[config.mk]
export PLATFORM = sky130hd
export DESIGN_NAME = xbus_ctrl
export DESIGN_NICKNAME = d
export VERILOG_FILES = /design/src/rtl/xbus_pkg.sv /design/src/rtl/xbus_rom_stub.sv /design/src/rtl/xbus_route.sv /design/src/rtl/xbus_seq.sv /design/src/rtl/xbus_ctrl.sv
export SDC_FILE = /design/constraint.sdc
export NUM_CORES = 1
export LEC_CHECK = 0
export BUFFER_PORTS_ARGS = -buffer_cell sky130_fd_sc_hd__buf_4
export CAP_MARGIN = 0
export CORE_MARGIN = 3
export CORE_UTILIZATION = 53
export DETAILED_ROUTE_END_ITERATION = 10
export PLACE_DENSITY = 0.76
export REMOVE_ABC_BUFFERS = 1
export SLEW_MARGIN = 0
export SYNTH_ARGS = -nofsm -noshare
export SYNTH_HDL_FRONTEND = slang
export SYNTH_SLANG_ARGS = --single-unit
[constraint.sdc]
create_clock -name clk -period 4 [get_ports clk]
set_input_delay 0.4 -clock clk [delete_from_list [all_inputs] [get_ports clk]]
set_output_delay 0.4 -clock clk [all_outputs]
set_load 0.03 [all_outputs]
[src/rtl/xbus_pkg.sv]
package xbus_pkg;

    typedef enum logic [1:0] {
        ACC_CODE   = 2'd0,
        ACC_DREAD  = 2'd1,
        ACC_DWRITE = 2'd2,
        ACC_RSVD   = 2'd3
    } acc_kind_t;

    typedef enum logic [2:0] {
        ST_IDLE,
        ST_INTERNAL,
        ST_ADDR,
        ST_LATCH,
        ST_STROBE,
        ST_HOLD
    } bus_state_t;

    // Placeholder on-chip ROM pattern
    function automatic logic [7:0] rom_pattern(input logic [15:0] a);
        return a[7:0] ^ {a[11:8], a[11:8]} ^ 8'h5A;
    endfunction

    function automatic logic kind_is_read(input acc_kind_t k);
        return k != ACC_DWRITE;
    endfunction

endpackage

[src/rtl/xbus_rom_stub.sv]
module xbus_rom_stub (
    input  logic [15:0] addr,
    output logic [7:0]  data
);
    import xbus_pkg::*;

    always_comb data = rom_pattern(addr);

endmodule

[src/rtl/xbus_route.sv]
module xbus_route #(
    parameter int INT_ROM_BYTES = 4096
) (
    input  logic [1:0]  req_kind,
    input  logic        req_wide,
    input  logic [15:0] req_addr,
    input  logic        ext_access,
    output logic        go_internal,
    output logic [7:0]  addr_hi
);
    import xbus_pkg::*;

    localparam logic [16:0] ROM_LIMIT = 17'(INT_ROM_BYTES);

    logic is_code;

    always_comb begin
        is_code     = acc_kind_t'(req_kind) == ACC_CODE;
        go_internal = is_code && ext_access && ({1'b0, req_addr} < ROM_LIMIT);
        addr_hi     = (!is_code && !req_wide) ? 8'h00 : req_addr[15:8];
    end

endmodule

[src/rtl/xbus_seq.sv]
module xbus_seq #(
    parameter int ALE_CLKS    = 4,
    parameter int SETUP_CLKS  = 2,
    parameter int STROBE_CLKS = 5,
    parameter int HOLD_CLKS   = 1
) (
    input  logic        clk,
    input  logic        rst_n,
    input  logic        req_valid,
    input  logic [1:0]  req_kind,
    input  logic [7:0]  req_addr_lo,
    input  logic [7:0]  req_wdata,
    input  logic        go_internal,
    input  logic [7:0]  addr_hi,
    input  logic [7:0]  p0_in,
    input  logic [7:0]  rom_byte,
    output logic [15:0] lat_addr,
    output logic [7:0]  p0_out,
    output logic        p0_oe,
    output logic [7:0]  p2_out,
    output logic        ale,
    output logic        psen_n,
    output logic        rd_n,
    output logic        wr_n,
    output logic        busy,
    output logic        rsp_valid,
    output logic [7:0]  rsp_data
);
    import xbus_pkg::*;

    localparam int CYCLE_CLKS = ALE_CLKS + SETUP_CLKS + STROBE_CLKS + HOLD_CLKS;
    localparam int CW         = $clog2(CYCLE_CLKS + 1);

    bus_state_t       state_q, state_d;
    logic [CW-1:0]    cnt_q;
    acc_kind_t        kind_q;
    logic [15:0]      addr_q;
    logic [7:0]       wdata_q;

    logic             accept;
    logic             phase_end;
    acc_kind_t        eff_kind;
    logic [7:0]       eff_lo, eff_hi, eff_wdata;

    function automatic int phase_len(input bus_state_t s);
        unique case (s)
            ST_INTERNAL: return CYCLE_CLKS;
            ST_ADDR:     return ALE_CLKS;
            ST_LATCH:    return SETUP_CLKS;
            ST_STROBE:   return STROBE_CLKS;
            ST_HOLD:     return HOLD_CLKS;
            default:     return 1;
        endcase
    endfunction

    always_comb begin
        accept    = (state_q == ST_IDLE) && req_valid;
        phase_end = cnt_q == CW'(phase_len(state_q) - 1);
        eff_kind  = accept ? acc_kind_t'(req_kind) : kind_q;
        eff_lo    = accept ? req_addr_lo : addr_q[7:0];
        eff_hi    = accept ? addr_hi     : addr_q[15:8];
        eff_wdata = accept ? req_wdata   : wdata_q;
        busy      = state_q != ST_IDLE;
        lat_addr  = addr_q;
    end

    // Next-state decode
    always_comb begin
        state_d = state_q;
        unique case (state_q)
            ST_IDLE:     if (req_valid) state_d = go_internal ? ST_INTERNAL : ST_ADDR;
            ST_INTERNAL: if (phase_end) state_d = ST_IDLE;
            ST_ADDR:     if (phase_end) state_d = ST_LATCH;
            ST_LATCH:    if (phase_end) state_d = ST_STROBE;
            ST_STROBE:   if (phase_end) state_d = ST_HOLD;
            ST_HOLD:     if (phase_end) state_d = ST_IDLE;
            default:     state_d = ST_IDLE;
        endcase
    end

    // State register, phase counter and request capture
    always_ff @(posedge clk or negedge rst_n) begin
        if (!rst_n) begin
            state_q <= ST_IDLE;
            cnt_q   <= '0;
            kind_q  <= ACC_CODE;
            addr_q  <= '0;
            wdata_q <= '0;
        end else begin
            state_q <= state_d;
            if (state_d != state_q || state_q == ST_IDLE)
                cnt_q <= '0;
            else
                cnt_q <= cnt_q + 1'b1;
            if (accept) begin
                kind_q  <= acc_kind_t'(req_kind);
                addr_q  <= {addr_hi, req_addr_lo};
                wdata_q <= req_wdata;
            end
        end
    end

    // Registered outputs, decoded from the state being entered
    always_ff @(posedge clk or negedge rst_n) begin
        if (!rst_n) begin
            ale       <= 1'b0;
            psen_n    <= 1'b1;
            rd_n      <= 1'b1;
            wr_n      <= 1'b1;
            p0_out    <= '0;
            p0_oe     <= 1'b0;
            p2_out    <= '0;
            rsp_valid <= 1'b0;
            rsp_data  <= '0;
        end else begin
            ale    <= state_d == ST_ADDR;
            psen_n <= !(state_d == ST_STROBE && eff_kind == ACC_CODE);
            wr_n   <= !(state_d == ST_STROBE && eff_kind == ACC_DWRITE);
            rd_n   <= !(state_d == ST_STROBE && eff_kind != ACC_CODE && kind_is_read(eff_kind));

            unique case (state_d)
                ST_ADDR: begin
                    p0_out <= eff_lo;
                    p2_out <= eff_hi;
                    p0_oe  <= 1'b1;
                end
                ST_LATCH: p0_oe <= 1'b1;
                ST_STROBE, ST_HOLD: begin
                    if (eff_kind == ACC_DWRITE) begin
                        p0_out <= eff_wdata;
                        p0_oe  <= 1'b1;
                    end else begin
                        p0_oe  <= 1'b0;
                    end
                end
                default: p0_oe <= 1'b0;
            endcase

            rsp_valid <= (state_q == ST_HOLD || state_q == ST_INTERNAL) && state_d == ST_IDLE;

            if (state_q == ST_STROBE && state_d == ST_HOLD && kind_is_read(kind_q))
                rsp_data <= p0_in;
            else if (state_q == ST_INTERNAL && state_d == ST_IDLE)
                rsp_data <= rom_byte;
        end
    end

endmodule

[src/rtl/xbus_ctrl.sv]
module xbus_ctrl #(
    parameter int ALE_CLKS      = 4,
    parameter int SETUP_CLKS    = 2,
    parameter int STROBE_CLKS   = 5,
    parameter int HOLD_CLKS     = 1,
    parameter int INT_ROM_BYTES = 4096
) (
    input  logic        clk,
    input  logic        rst_n,
    input  logic        req_valid,
    input  logic [1:0]  req_kind,
    input  logic        req_wide,
    input  logic [15:0] req_addr,
    input  logic [7:0]  req_wdata,
    input  logic        ext_access,
    input  logic [7:0]  p0_in,
    output logic [7:0]  p0_out,
    output logic        p0_oe,
    output logic [7:0]  p2_out,
    output logic        ale,
    output logic        psen_n,
    output logic        rd_n,
    output logic        wr_n,
    output logic        busy,
    output logic        rsp_valid,
    output logic [7:0]  rsp_data
);
    logic        go_internal;
    logic [7:0]  addr_hi;
    logic [15:0] lat_addr;
    logic [7:0]  rom_byte;

    xbus_route #(.INT_ROM_BYTES(INT_ROM_BYTES)) u_route (
        .req_kind    (req_kind),
        .req_wide    (req_wide),
        .req_addr    (req_addr),
        .ext_access  (ext_access),
        .go_internal (go_internal),
        .addr_hi     (addr_hi)
    );

    xbus_rom_stub u_rom (
        .addr (lat_addr),
        .data (rom_byte)
    );

    xbus_seq #(
        .ALE_CLKS    (ALE_CLKS),
        .SETUP_CLKS  (SETUP_CLKS),
        .STROBE_CLKS (STROBE_CLKS),
        .HOLD_CLKS   (HOLD_CLKS)
    ) u_seq (
        .clk         (clk),
        .rst_n       (rst_n),
        .req_valid   (req_valid),
        .req_kind    (req_kind),
        .req_addr_lo (req_addr[7:0]),
        .req_wdata   (req_wdata),
        .go_internal (go_internal),
        .addr_hi     (addr_hi),
        .p0_in       (p0_in),
        .rom_byte    (rom_byte),
        .lat_addr    (lat_addr),
        .p0_out      (p0_out),
        .p0_oe       (p0_oe),
        .p2_out      (p2_out),
        .ale         (ale),
        .psen_n      (psen_n),
        .rd_n        (rd_n),
        .wr_n        (wr_n),
        .busy        (busy),
        .rsp_valid   (rsp_valid),
        .rsp_data    (rsp_data)
    );

endmodule

==> results.cfg, run 1 <==
[outcome]
outcome = complete, no violations

[cts]
hold_buffers = 0
clock_latency_ps = 340
cts-root-buf = clkbuf_8
cts_resized = 0
cts_buffers = 9
cts.sinks = 63
clk_pin_slew_ps = 70
htree_levels = 3
cts_tree = done
post_cts_buffers = 0
cts_max_path_buffers = 2

[synth]
netlist_instances = 301
synth_edf_count = 0
avgSynthCellArea_um2 = 10.0
ys_warn_count = 0
synthArstFlopShare = 1.00
yosysSeqAreaShare = 0.525
ys.flop_type = dfrtp_1
yosys_register_bits = 63
synth.cell_area_um2 = 3010
synth_cell_type_count = 39

[finish]
nNetsFinal = 412
final_area_um2 = 3800
antenna_cells = 0
final_layout_size_suffix_gt1_frac = 0.272
stdcell_count = 445
utilization = 0.717
area_growth_pct = 26.3
multi_input_area_um2 = 1320
regArea_um2 = 1580
fill_cells = 408

[drt]
first_pass_iters = 4
drc = 0
viasPerCell = 5.49
drt_iter0_markers = 118
drt_wl_total_mm = 7.45
wl_per_cell_um = 16.7
vias = 2444
postRouteAntennaNets = 0

[placed_design]
hpwl_mm = 5.25
numPortBuffers = 69
dp_cells = 430
gp_congestion = 0.952
dpl_cell_area_um2 = 3590

[sta]
rsz0062_at_grt = false
fin_setup_tns_ps = 0
drv_slew = 0
min_period_ps = 3400
worst_pin_slew_ps = 801
finalSetupViolCount = 0
timing.final.crit_share = 0.849
hold_viol = 0
fin_skew_ps = 8.98
slew-limit-headroom = 0.464
fmax_ghz = 0.294

[critical_path]
path_class = reg2reg
path_cells = inv_1 > a21oi_1 > ha_1 > xnor2_1 > xnor2_1 > a211o_1 > o221a_1 > mux2i_1
crit_path_max_fanout = 15
critPathLaunchType = flop
crit_top_cell = xnor2_1
crit_path_end_kind = flop
worstPathArrival_ps = 3650
slowest_stage = o221a_1
cp_slowest_stage_delay_ps = 690
required_ps = 4260
cp_top_family = compound AO/OA/AOI/OAI gates
critPathBufInv = 1

[floorplanning]
std_cell_rows = 26
die_w_um = 81.4
die_h_um = 81.4
die-area_um2 = 6620
core_area_um2 = 5300
io_pins = 70
start_util = 0.568

[global_routing]
grt_pass1_wl_mm = 11.8
grt_max_degree = 64
grt_pass1_vias = 2380
grt_overflow_total = 0
antenna_found_initial = 0
grt_usage = 0.242

[power]
pwr_density_cell_nw_per_um2 = 909
ir_drop_v = 0.000548
power.leakage_uw = 0.00188

[flow_run]
maxCapViolCount = 0

[hold_path]
min_path_type = in2async
[cell type report]
| class | count | share of cell area |
|---|---|---|
| Sequential cell | 63 | 0.416 |
| Multi-Input combinational cell | 211 | 0.348 |
| Timing Repair Buffer | 74 | 0.146 |
| Clock buffer | 11 | 0.0372 |
| Tap cell | 70 | 0.0230 |
| Clock inverter | 4 | 0.0184 |
| Inverter | 12 | 0.0118 |
[path summary, 6_finish.rpt]
check                                 startpoint  depth (start not counted)            endpoint  slack, ps
min in group clk                        p0_in[3]                          3   u_seq.rsp_data[3]        260
worst min register to register  u_seq.wdata_q[5]                          2    u_seq.wdata_q[5]        470
worst max-delay path            u_seq.state_q[0]                          8     u_seq.p0_out[7]        600
max in group asynchronous                  rst_n                          1      u_seq.cnt_q[3]       3350
worst max register to register  u_seq.state_q[0]                          8     u_seq.p0_out[7]        600
worst min-delay path                       rst_n                          1  u_seq.lat_addr[15]        130
[synth_stat cells (2+ instances only)]
| cell | n | area, um2 |
|---|---|---|
| nor4_1 | 3 | 18.8 |
| nand2_1 | 75 | 282 |
| nand3_1 | 5 | 25.0 |
| dfrtp_1 | 60 | 1500 |
| a211oi_1 | 2 | 15.0 |
| xor2_1 | 7 | 61.3 |
| buf_2 | 5 | 25.0 |
| clkbuf_1 | 9 | 33.8 |
| xnor2_1 | 8 | 70.1 |
| nor2_1 | 14 | 52.6 |
| inv_1 | 12 | 45.0 |
| a22o_1 | 8 | 70.1 |
| dfstp_2 | 3 | 78.8 |
| a21oi_1 | 10 | 50.1 |
| mux2i_1 | 24 | 240 |
| mux2_2 | 7 | 78.8 |
| nor2b_1 | 2 | 12.5 |
| a211o_1 | 3 | 26.3 |
| nand3b_1 | 3 | 22.5 |
| o21ai_0 | 19 | 95.1 |
| ha_1 | 2 | 25.0 |
| nand2b_1 | 3 | 18.8 |
[cells by family (layout without fill, tap and decap cells)]
family	Yosys count	count (layout)	share of synthesized area
and+or+nand+nor	112	112	0.162
DFF	63	63	0.525
AOI/OAI and AO/OA	51	51	0.117
muxes	31	31	0.106
buffers and inverters	27	101	0.0382
xor gates and xnor gates	15	15	0.0436
adders and majority gates	2	2	0.00831
[sequential cells by signal, indices dropped and copies added (netlist names)]
name             count
u_seq.ale            1
u_seq.wdata_q        8
u_seq.p0_oe          1
u_seq.cnt_q          4
u_seq.lat_addr      16
u_seq.state_q        3
u_seq.p0_out         8
u_seq.p2_out         8
u_seq.kind_q         2
u_seq.wr_n           1
u_seq.rsp_data       8
u_seq.psen_n         1
u_seq.rd_n           1
u_seq.rsp_valid      1
[cell usage in the layout (no fill, tap or decap), drive strengths merged, types with 2 or more instances in the layout]
master,n
a211o,3
a211oi,2
a21oi,11
a22o,8
buf,74
bufinv,2
clkbuf,11
clkinv,2
dfrtp,60
dfstp,3
ha,2
inv,12
mux2,7
mux2i,24
nand2,75
nand2b,3
nand3,5
nand3b,3
nor2,14
nor2b,2
nor4,3
o21ai,19
xnor2,8
xor2,7
[per-stage QoR]
step | hold WS, ps | total power, uW | setup WS [ps]
2_1_floorplan | 104 | 2290 | 304
3_3_place_gp | 455 | 2820 | 645
3_5_place_dp | 459 | 2860 | 653
4_1_cts | 167 | 3470 | 621
5_1_grt | 196 | 3690 | 359
6_report | 132 | 3450 | 603
[routing by layer]
layer	share of wire	vias up	track usage	wire, um
met2	0.46	96	0.362	3400
met5	0	-	0	0
li1	-	1168	-	-
met4	0.022	0	0.118	167
met3	0.071	16	0.0510	526
met1	0.45	1164	0.333	3360
[where the power goes]
| group | switching [uW] | internal, uW |
|---|---|---|
| sequential | 197 | 915 |
| clock | 234 | 362 |
| combinational | 1040 | 704 |
Power figures use the tool's default switching activity.
==> run 2, diff against run 1 <==
ABC_AREA = 1   (was not set)
CORE_UTILIZATION = 54   (was 53)
PLACE_DENSITY = 0.77   (was 0.76)
clock period = 3.52 ns   (was 4 ns; I/O delays follow)
==> results.cfg, run 2 <==
[synth]
yosys-top-cells-count = nand2_1, dfrtp_1, inv_1
yosysSeqAreaShare = 0.508
ys.flop_type = dfrtp_1
synth_cell_type_count = 27
netlist_instances = 378
yosysTopAreaCell = dfrtp_1
ys_warn_count = 0
synth_edf_count = 0
synthArstFlopShare = 1.00
yosys_register_bits = 63
synth.most_common_cell = nand2_1
yosysTopAreaCellShare = 0.483
yosys-top-cells-area = dfrtp_1, nand2_1, nand3_1
synth.cell_area_um2 = 3110
avgSynthCellArea_um2 = 8.23

[placed_design]
numPortBuffers = 69
dpl_cell_area_um2 = 3630
hpwl_mm = 4.93
dp_cells = 509
gp_congestion = 0.822

[finish]
nNetsFinal = 489
final_area_um2 = 3800
antenna_cells = 0
utilization = 0.686
largest_reg_flops = 16
stdcell_count = 524
final_layout_size_suffix_gt1_frac = 0.252
fill_cells = 477
final_common_cell = nand2_1
area_growth_pct = 22.1
final_cell_mix = nand2_1, buf_4, dfrtp_1

[outcome]
outcome = complete, no violations

[power]
ir_drop_v = 0.000445
power.leakage_uw = 0.00210
pwr_density_cell_nw_per_um2 = 938

[drt]
wl_per_cell_um = 13.1
first_pass_iters = 4
vias = 2602
met1_length_mm = 3.10
top_layer = met4
drt_iter0_markers = 166
postRouteAntennaNets = 0
drt_wl_total_mm = 6.85
drc = 0
dr_wl_met2_mm = 3.21
viasPerCell = 4.97
met3_length_um = 419

[global_routing]
grt_pass1_wl_mm = 11.5
grt_overflow_total = 0
grt_usage = 0.229
grt_pass1_vias = 2467
grt_max_degree = 64
antenna_found_initial = 0

[critical_path]
startpoint = u_seq.state_q[1]
worstPathArrival_ps = 2920
required_ps = 3740
reg2reg_to = u_seq.p0_out[3]
rr_startpoint = u_seq.state_q[1]
r2r.worst_path.cells = 16
crit_path_end_kind = flop
critPathLaunchType = flop
worst-r2r-setup-slack_ps = 820
path_class = reg2reg
crit_path_max_fanout = 13

[cts]
clk_pin_slew_ps = 70
cts_resized = 0
cts_max_path_buffers = 2
hold_buffers = 0
htree_levels = 3
cts-root-buf = clkbuf_8
cts_buffers = 9
clock_latency_ps = 340
cts.sinks = 63
post_cts_buffers = 0
cts_tree = done

[sta]
drv_slew = 0
worst_pin_slew_ps = 776
slew-limit-headroom = 0.482
timing.final.crit_share = 0.767
rsz0062_at_grt = false
fin_setup_tns_ps = 0
min_period_ps = 2700
hold_viol = 0
finalSetupViolCount = 0
fin_skew_ps = 10.7
fmax_ghz = 0.371

[hold_path]
min_path_type = in2async

[floorplanning]
io_pins = 70
die_w_um = 81.9
std_cell_rows = 27
core_area_um2 = 5540
start_util = 0.561
die-area_um2 = 6710
die_h_um = 81.9

[flow_run]
maxCapViolCount = 0
run 2: changes by cell type in the layout (fill, tap and decap cells not counted), sizes merged, moves of 5 or more:
cell   delta
nand2   +104
mux2i    -24
nand3    +23
inv      +18
nand4    +12
a21oi    -11
a22o      -8
mux2      -7
nor2      +6
buf       -5
run 2: logic make-up after synthesis:
| group | synth area share |
|---|---|
| xor gates and xnor gates | 0.0282 |
| DFF | 0.508 |
| AOI/OAI and AO/OA | 0.0306 |
| buffers and inverters | 0.0644 |
| adders and majority gates | 0.00804 |
| and+or+nand+nor | 0.361 |
run 2: power by group:
part / leakage [uW] / internal (uW) / switching, uW
logic: 0.00123 / 640 / 1160
clock network: 0.0000850 / 267 / 279
registers: 0.000793 / 1020 / 200
total: 0.00210 / 1920 / 1640
run 2: worst max path at each step:
stage | end | cells after the start | slack, ps
global route | u_seq.rsp_data[7] | 16 | 510
finish | u_seq.p0_out[3] | 16 | 820
global placement | u_seq.rsp_data[3] | 16 | 960
floorplan | u_seq.rsp_data[0] | 16 | 1200
CTS | u_seq.p0_out[2] | 16 | 860
detailed placement | u_seq.rsp_data[5] | 16 | 890
run 2: area by class of cell:
type                            instances  area (um2)  share of cell area
Sequential cell                        63        1580               0.416
Timing Repair Buffer                   69         518               0.136
Tap cell                               72        90.1              0.0237
Clock buffer                           11         141              0.0372
Multi-Input combinational cell        274        1330               0.350
Inverter                               31         116              0.0306
Clock inverter                          4        22.5             0.00593
run 2: worst max-delay path, cell delays in order (launching register included):
cell	delay (ps)
dfrtp_1	570
nand2_1	120
nor2_1	170
inv_1	60
ha_1	280
nand2_1	70
inv_1	40
nor2_1	100
nand3_2	110
nor2_4	140
nand2_2	110
nand3_2	180
nand3_4	200
nand2_4	180
nand2_4	100
nand2_1	80
nand2_1	50
run 2: metal layers:
| metal | track usage | vias up |
|---|---|---|
| met5 | 0 | - |
| met4 | 0.0963 | 0 |
| met3 | 0.0515 | 12 |
| met2 | 0.372 | 77 |
| met1 | 0.295 | 1183 |
| li1 | - | 1330 |
run 2: through the flow:
stage / total power, uW / worst slack, ps / hold slack (ps)
finish: 3560 / 821 / 77.7
global route: 3870 / 505 / 152
CTS: 3580 / 855 / 119
detailed placement: 3020 / 887 / 466
global placement: 2980 / 960 / 462
floorplan: 2490 / 1200 / 56.4
==> run 3, diff against run 2 <==
clock period = 2.8 ns   (was 3.52 ns; I/O delays follow)
==> results.cfg, run 3 (synthesis results as in run 2) <==
[finish]
area_growth_pct = 24.1
final_cell_mix = nand2_1, buf_4, dfrtp_1
nNetsFinal = 492
regArea_um2 = 1580
fill_cells = 470
final_area_um2 = 3860
antenna_cells = 0
final_layout_size_suffix_gt1_frac = 0.265
largest_reg_flops = 16
final_common_cell = nand2_1
multi_input_area_um2 = 1340

[drt]
viasPerCell = 4.89
first_pass_iters = 4
drc = 0
drt_wl_total_mm = 6.85
drt_iter0_markers = 220
wl_per_cell_um = 13.0
postRouteAntennaNets = 0
vias = 2582

[sta]
slew-limit-headroom = 0.474
fin_skew_ps = 8.05
timing.final.crit_share = 0.904
min_period_ps = 2530
setup_ws_ps = 270
hold_viol = 0
worst_pin_slew_ps = 790
drv_slew = 0
finalSetupViolCount = 0
fmax_ghz = 0.395
fin_setup_tns_ps = 0

[floorplanning]
io_pins = 70
core_area_um2 = 5540
die_w_um = 81.9
std_cell_rows = 27
die-area_um2 = 6710
die_h_um = 81.9
start_util = 0.561

[global_routing]
grt_usage = 0.231
grt_pass1_vias = 2434
grt_overflow_total = 0
antenna_found_initial = 0
grt_pass1_wl_mm = 11.5
grt_max_degree = 64

[cts]
htree_levels = 3
cts_buffers = 9
cts.sinks = 63
clk_pin_slew_ps = 70
clock_latency_ps = 340
cts_tree = done
cts-root-buf = clkbuf_8
cts_max_path_buffers = 2

[critical_path]
worst-r2r-setup-slack_ps = 270
r2r.worst_path.cells = 16
reg2reg_to = u_seq.p0_out[6]
required_ps = 3030
crit_path_end_kind = flop
crit_path_max_fanout = 13
worstPathArrival_ps = 2760
path_class = reg2reg
startpoint = u_seq.state_q[1]
critPathLaunchType = flop
rr_startpoint = u_seq.state_q[1]

[placed_design]
post-place-ws_ps = 152
numPortBuffers = 69
dpl_cell_area_um2 = 3660
hpwl_mm = 4.98
gp_congestion = 0.832

[power]
pwr_density_cell_nw_per_um2 = 1190
power.leakage_uw = 0.00213
ir_drop_v = 0.000644

[outcome]
outcome = complete, no violations

[flow_run]
maxCapViolCount = 0

[hold_path]
min_path_type = in2async
==> run 3: cell types whose count changed in the layout (fill, tap and decap cells not counted), sizes merged <==
| cell | previous run | this run |
|---|---|---|
| bufinv | 0 | 1 |
| inv | 30 | 31 |
| clkinvlp | 1 | 2 |
| buf | 69 | 72 |
| clkbuf | 11 | 9 |
==> run 3: area by class of cell <==
type | count | area share
well taps | 72 | 0.0233
flip-flops and latches | 63 | 0.410
inverters | 31 | 0.0301
clock buffers | 9 | 0.0321
multi-input cells | 274 | 0.346
repair buffers | 72 | 0.140
clock inverters | 7 | 0.0188
==> run 3: through the flow <==
stage               hold WS [ps]  total power, uW  std cells  utilization
finish                      6.37             4590        528        0.697
CTS                         29.4             4620        528        0.696
detailed placement           413             3810        512        0.660
floorplan                  -15.6             3130        368            -
global placement             410             3770        512        0.660
global route                54.6             5000        528        0.697
==> run 3: critical path, cell delays in order, from the launching register on <==
cell	delay (ps)
dfrtp_2	490
nand2_1	100
nor2_1	160
inv_1	60
ha_1	290
nand2_1	70
inv_1	30
nor2_1	100
nand3_2	100
nor2_4	130
nand2_2	100
nand3_2	180
nand3_4	190
nand2_4	180
nand2_4	90
nand2_1	80
nand2_1	60
==> run 3: metal layers <==
metal	wire length, um	vias to the layer above	global-route usage
met1	3050	1146	0.297
met2	3100	90	0.356
met4	189	0	0.103
li1	-	1328	-
met5	0	-	0
met3	500	18	0.0735
==> run 3: how the worst max path moves through the flow <==
stage | slack (ps) | endpoint | depth (start not counted)
after floorplan | 480 | u_seq.rsp_data[0] | 16
after global placement | 240 | u_seq.rsp_data[7] | 16
after detailed placement | 150 | u_seq.rsp_data[3] | 16
after CTS | 130 | u_seq.rsp_data[2] | 16
after global routing | -1 | u_seq.rsp_data[7] | 16
final | 270 | u_seq.p0_out[6] | 16
==> run 3: repair_timing <==
action / 4_1_cts / 5_1_grt
hold buffers: 0 / 0
setup endpoints to repair: 0 / 25
buffers inserted: 0 / 0
gates resized for setup: 0 / 3
==> run 3: report_power, final <==
part / switching [uW] / total (uW) / internal (uW)
clock network: 367 / 779 / 412
logic: 1460 / 2280 / 819
registers: 251 / 1530 / 1280
